`src/rtl/irq_core_pkg.sv`:
```
package irq_core_pkg;
  typedef enum logic {
    CAPT_LEVEL = 1'b0,
    CAPT_EDGE  = 1'b1
  } capt_mode_e;
endpackage

```
`src/rtl/irq_sync_detect.sv`:
```
module irq_sync_detect #(
  parameter int NUM_LINES   = 8,
  parameter int SYNC_STAGES = 2
) (
  input  logic                 clk,
  input  logic                 rst_n,
  input  logic [NUM_LINES-1:0] irq_in,
  input  logic                 edge_mode,
  output logic [NUM_LINES-1:0] set_req,
  output logic [NUM_LINES-1:0] sync_lvl
);
  import irq_core_pkg::*;

  logic [NUM_LINES-1:0] prev_lvl;

  for (genvar g = 0; g < NUM_LINES; g++) begin : g_line
    logic [SYNC_STAGES:0] shreg;
    always_ff @(posedge clk or negedge rst_n) begin
      if (!rst_n) shreg <= '0;
      else        shreg <= {shreg[SYNC_STAGES-1:0], irq_in[g]};
    end
    assign sync_lvl[g] = shreg[SYNC_STAGES-1];
    assign prev_lvl[g] = shreg[SYNC_STAGES];
  end

  always_comb begin
    if (capt_mode_e'(edge_mode) == CAPT_EDGE) set_req = sync_lvl & ~prev_lvl;
    else                                      set_req = sync_lvl;
  end
endmodule

```
`src/rtl/irq_prio_pick.sv`:
```
module irq_prio_pick #(
  parameter int NUM_LINES = 8,
  localparam int IDX_W    = $clog2(NUM_LINES)
) (
  input  logic [NUM_LINES-1:0] req,
  output logic                 any,
  output logic [IDX_W-1:0]     idx,
  output logic [NUM_LINES-1:0] onehot
);
  always_comb begin
    idx    = '0;
    onehot = '0;
    any    = |req;
    for (int i = 0; i < NUM_LINES; i++) begin
      if (req[i]) idx = IDX_W'(i);
    end
    if (any) onehot[idx] = 1'b1;
  end
endmodule

```
`src/rtl/irq_service_core.sv`:
```
module irq_service_core #(
  parameter int NUM_LINES   = 8,
  parameter int VEC_W       = 8,
  parameter int SYNC_STAGES = 2,
  localparam int IDX_W      = $clog2(NUM_LINES)
) (
  input  logic                 clk,
  input  logic                 rst_n,
  input  logic [NUM_LINES-1:0] irq_in,
  input  logic [NUM_LINES-1:0] mask,
  input  logic                 edge_mode,
  input  logic [VEC_W-1:0]     vec_base,
  input  logic [NUM_LINES-1:0] cascade_map,
  input  logic                 slave_present,
  input  logic                 auto_eoi,
  input  logic                 eoi_valid,
  input  logic [IDX_W-1:0]     eoi_line,
  input  logic                 ack,
  input  logic [VEC_W-1:0]     slave_vec,
  output logic                 int_out,
  output logic [VEC_W-1:0]     vec_out,
  output logic                 slave_ack,
  output logic [NUM_LINES-1:0] req_reg,
  output logic [NUM_LINES-1:0] insvc_reg
);
  localparam logic [NUM_LINES-1:0] ONE = {{(NUM_LINES-1){1'b0}}, 1'b1};

  logic [NUM_LINES-1:0] set_req, sync_lvl;
  logic [NUM_LINES-1:0] req_q, req_n, insvc_q, insvc_n;
  logic [NUM_LINES-1:0] win_oh, eoi_oh, ack_clr, lvl_clr;
  logic [IDX_W-1:0]     win_idx;
  logic                 any_req, accept, gate_ok, int_q, int_n;

  irq_sync_detect #(.NUM_LINES(NUM_LINES), .SYNC_STAGES(SYNC_STAGES)) u_sync (
    .clk(clk), .rst_n(rst_n), .irq_in(irq_in), .edge_mode(edge_mode),
    .set_req(set_req), .sync_lvl(sync_lvl)
  );

  irq_prio_pick #(.NUM_LINES(NUM_LINES)) u_pick (
    .req(req_q), .any(any_req), .idx(win_idx), .onehot(win_oh)
  );

  always_comb begin
    accept  = ack && any_req;
    ack_clr = accept ? win_oh : '0;
    lvl_clr = edge_mode ? '0 : ~sync_lvl;
    req_n   = (req_q | (set_req & ~mask)) & ~ack_clr & ~lvl_clr;
    eoi_oh  = eoi_valid ? (ONE << eoi_line) : '0;
    insvc_n = (insvc_q & ~eoi_oh) | ((accept && !auto_eoi) ? win_oh : '0);
    gate_ok = (insvc_q >> win_idx) == '0;
    int_n   = !ack && any_req && gate_ok;
  end

  always_ff @(posedge clk or negedge rst_n) begin
    if (!rst_n) begin
      req_q   <= '0;
      insvc_q <= '0;
      int_q   <= 1'b0;
    end else begin
      req_q   <= req_n;
      insvc_q <= insvc_n;
      int_q   <= int_n;
    end
  end

  assign slave_ack = accept && slave_present && cascade_map[win_idx];
  assign vec_out   = slave_ack ? slave_vec : {vec_base[VEC_W-1:IDX_W], win_idx};
  assign int_out   = int_q;
  assign req_reg   = req_q;
  assign insvc_reg = insvc_q;

  // output is low right after an acknowledge
  a_r10_drop_after_ack: assert property (@(posedge clk) disable iff (!rst_n)
    ack |=> !int_out);

  // a direct vector names the highest pending line
  a_r6_highest_wins: assert property (@(posedge clk) disable iff (!rst_n)
    (ack && any_req && !slave_ack) |->
      (req_q[vec_out[IDX_W-1:0]] && ((req_q >> vec_out[IDX_W-1:0]) == ONE)));

  // a normal acknowledge leaves the winner in service
  a_r7_insvc_set: assert property (@(posedge clk) disable iff (!rst_n)
    (ack && any_req && !auto_eoi) |=> ((insvc_q & $past(win_oh)) != '0));

  // forwarding only on an acknowledge with a slave present
  a_r11_slave_ack_gate: assert property (@(posedge clk) disable iff (!rst_n)
    slave_ack |-> (ack && slave_present));

  // end of interrupt clears the named bit unless re-set by acknowledge
  a_r9_eoi_clears: assert property (@(posedge clk) disable iff (!rst_n)
    (eoi_valid && !(ack && any_req && !auto_eoi && win_idx == eoi_line)) |=>
      !insvc_q[$past(eoi_line)]);

  // a pending bit never appears on a line that was masked
  a_r2_mask_blocks: assert property (@(posedge clk) disable iff (!rst_n)
    1'b1 |=> ((req_q & ~$past(req_q) & $past(mask)) == '0));
endmodule

```
`config.mk`:
```
export PLATFORM = sky130hd
export DESIGN_NAME = irq_service_core
export DESIGN_NICKNAME = d
export VERILOG_FILES = /design/src/rtl/irq_core_pkg.sv /design/src/rtl/irq_sync_detect.sv /design/src/rtl/irq_prio_pick.sv /design/src/rtl/irq_service_core.sv
export SDC_FILE = /design/constraint.sdc
export NUM_CORES = 1
export LEC_CHECK = 0
export BUFFER_PORTS_ARGS = -buffer_cell sky130_fd_sc_hd__buf_2
export CAP_MARGIN = 15
export CORE_AREA = 8 8 70 72
export CTS_BUF_LIST = sky130_fd_sc_hd__clkbuf_8
export DETAILED_ROUTE_END_ITERATION = 6
export DIE_AREA = 0 0 78 80
export PLACE_DENSITY = 0.88
export SYNTH_ARGS = -nofsm -noshare
export SYNTH_HDL_FRONTEND = slang
export SYNTH_SLANG_ARGS = --single-unit
```
`constraint.sdc`:
```
create_clock -name clk -period 2.75 [get_ports clk]
set_input_delay 0.4125 -clock clk [delete_from_list [all_inputs] [get_ports clk]]
set_output_delay 0.4125 -clock clk [all_outputs]
set_load 0.01 [all_outputs]
```
==> flow_summary_export.csv <==
group,metric,value,unit
outcome,outcome,"complete, but fails checks",
outcome,violations,"negative setup slack",
sta,rsz0062_at_grt,"yes",
clock_network,clock-sinks,41,
grt,antenna_found_initial,0,
detailed_routing,wl_per_cell,16.57,um
yosys,syn_avg_cell_area,11.10,um2
sta,slew_headroom,0.4080,
yosys,synth_cell_types,45,
yosys,synthArstFlopShare,1.000,
sta,worst_slew_pin_slew,887.9,ps
yosys,yosysTopAreaCellShare,0.5636,
critical_path,start_kind,"flip-flop",
floorplanning,die_h,80,um
yosys,synthSimpleGateAreaFrac,0.1588,
detailed_routing,num_vias,1711,
detailed_routing,ant_nets,0,
detailed_routing,drc,0,
power,power_leakage,1.295,nW
sta,final.min_clock_period,2958,ps
clock_network,htree_levels,2,
power,netSwitchingFraction,0.3158,
power,power.share.combinational,0.345,
sta,timing.final.crit_share,1.076,
floorplanning,ios,76,
yosys,syn_nets,214,
placed_design,dp_slack,-36.65,ps
placed_design,dp.final_hpwl,3911,um
power,p_switching,600.9,uW
detailed_routing,drt-initial-drc-count,82,
yosys,synth-main-ff-cell,"dfrtp_1",
power,peakVddDrop,394.0,uV
hold_path,min_path_type,"input port to flip-flop",
sta,clock.fmax,338.0,MHz
yosys,syn_area,1820,um2
clock_network,clk_latency,290,ps
floorplanning,start_util,0.4721,
power,clkPwrFrac,0.256,
critical_path,required,2340,ps
detailed_routing,via_per_inst,5.484,
power,power.density,731.1,nW/um2
floorplanning,core.rowCount,23,
sta,hold_viol_final,0,
hold_path,whs_path_depth,1,
grt,grt_pass1_vias,1781,
sta,holdWs,219.1,ps
grt,grt_pass1_wl,8204,um
yosys,synth_top_area_cell,"dfrtp_1",
critical_path,reg2regPathDepth,8,
grt,grt.overflow.total,0,
critical_path,arrival,2550,ps
yosys,yosys_warnings,0,
yosys,ys_seq_elements,41,
sta,fin_setup_tns,-1430,ps
finish,largest_reg_flops,24,
clock_network,cts_hold_repair.buffers,0,
clock_network,clk_pin_slew,80,ps
sta,layout_setup_ws,-208.2,ps
clock_network,clockBufferDepth,2,
yosys,synth_compound_area_frac,0.1828,
yosys,synth_xor_area_frac,0,
grt,track_usage,0.1656,
clock_network,root_buffer,"clkbuf_8",
yosys,synthTopCellsByArea,"dfrtp_1 56%, mux2_4 5.8%, o21ai_0 3.3%",
finish,post-route-util,0.6749,
floorplanning,die_w,78,um
clock_network,numCtsBuffers,5,
job,drv_cap,0,
finish,syn_to_final_growth,42.96,%
clock_network,cts_tree,"yes",
sta,setup_violations,7,
critical_path,worstSetupPathType,"flip-flop to primary output",
finish,drive_gt1_frac,0.4962,
critical_path,crit_path_end_kind,"primary output",
yosys,ys_seq_area_frac,0.5636,
finish,design_area,2603,um2
yosys,muxShareOfSynthArea,0.06873,
yosys,synth_edf_count,0,
power,seqPwrFrac,0.398,
finish,diodes,0,
placed_design,placed_cell_area,2357,um2
finish,mostFrequentLayoutCells,"65 x buf_2, 36 x dfrtp_1, 22 x buf_4",
sta,finClkSkew,7.441,ps
sta,drv_slew,0,
yosys,synth_top_family_by_area,"compound AO/OA/AOI/OAI gates",
detailed_routing,postRouteWirelength,5170,um
placed_design,place_congestion,0.8720,
yosys,syn_inst,164,
grt,grt_max_degree,42,
finish,nets,311,
finish,layout_commonest_cell,"buf_2",
power,internal_power,1.302,mW
detailed_routing,firstDrtPassIters,4,
placed_design,port_buffers,72,
floorplanning,coreArea,3856,um2
floorplanning,die_area,6240,um2
yosys,synth-adder-area-share,0,
critical_path,crit_fanout,8,
==> logic make-up (layout without fill, tap and decap cells) <==
logic type,Yosys count,in the layout
and+or+nand+nor,55,55
AOI/OAI and AO/OA,49,49
buffers and inverters,10,108
muxes,9,9
DFF,41,41
==> worst max-delay path: stages (launching register included) <==
cell      delay (ps)
dfrtp_2          470
or3_4            400
a21oi_2          140
a221oi_2          40
o31a_1           140
or4_4            590
mux2_4           340
buf_6            120
==> routing by layer <==
metal / part of all wire / routed length [um] / up-vias / global-route usage
met3: 0.072 / 371 / 15 / 0.05856
li1: - / - / 796 / -
met5: 0 / 0 / - / 0
met1: 0.39 / 2011 / 842 / 0.1702
met4: 0.032 / 164 / 0 / 0.07778
met2: 0.51 / 2623 / 58 / 0.2957
==> synthesized netlist by cell type (all sizes together), types with 2 or more instances <==
cell type  instances
a211o              2
a21o               2
a21oi             10
a311oi             2
a31oi              3
a32o               3
and3               2
buf                3
clkbuf             2
dfrtp             41
inv                5
mux2               7
mux2i              2
nand2             12
nand2b             3
nand3              5
nand3b             2
nand4b             2
nor2              12
nor2b              5
nor3               3
o211ai             2
o21ai             12
o22ai              2
or3                2
==> per-stage QoR <==
| stage | power, mW | std cells |
|---|---|---|
| floorplan | 1.060 | 164 |
| global placement | 1.321 | 300 |
| detailed placement | 1.345 | 300 |
| CTS | 1.893 | 312 |
| global route | 2.006 | 312 |
| finish | 1.903 | 312 |
==> power by group through the flow <==
stage          Sequential [mW]  Clock [mW]  Combinational (mW)
2_1_floorplan            0.779           0               0.281
3_5_place_dp             0.760           0               0.584
6_report                 0.758       0.488               0.657
4_1_cts                  0.751       0.500               0.642
5_1_grt                  0.769       0.524               0.713
3_3_place_gp             0.754           0               0.567
==> area by class of cell <==
type / instances / area (um2)
clock inverter: 3 / 46.29
inverter: 5 / 21.27
tap: 50 / 62.56
sequential: 41 / 1032
timing repair buffer: 95 / 580.6
clock buffer: 5 / 68.82
multi-input combinational: 113 / 790.8
fill: 312 / 1254
==> path summary, 6_finish.rpt <==
kind | endpoint | startpoint | slack, ps
setup / recovery | vec_out[0] | req_reg[4] | -210
hold reg to reg | u_sync.g_line[6].shreg[1] | u_sync.g_line[6].shreg[0] | 350
max in group asynchronous | req_reg[7] | rst_n | 1900
min in group asynchronous | insvc_reg[0] | rst_n | 230
hold / removal | u_sync.g_line[6].shreg[0] | irq_in[6] | 220
setup reg to reg | req_reg[6] | req_reg[4] | 710
==> timing repair <==
item | 4_1_cts | 5_1_grt
resized for setup | 18 | 10
pin swaps | 5 | 3
endpoints found under the setup margin | 8 | 9
setup buffers | 4 | 1
Note: power is estimated with default switching activity, not from simulation.
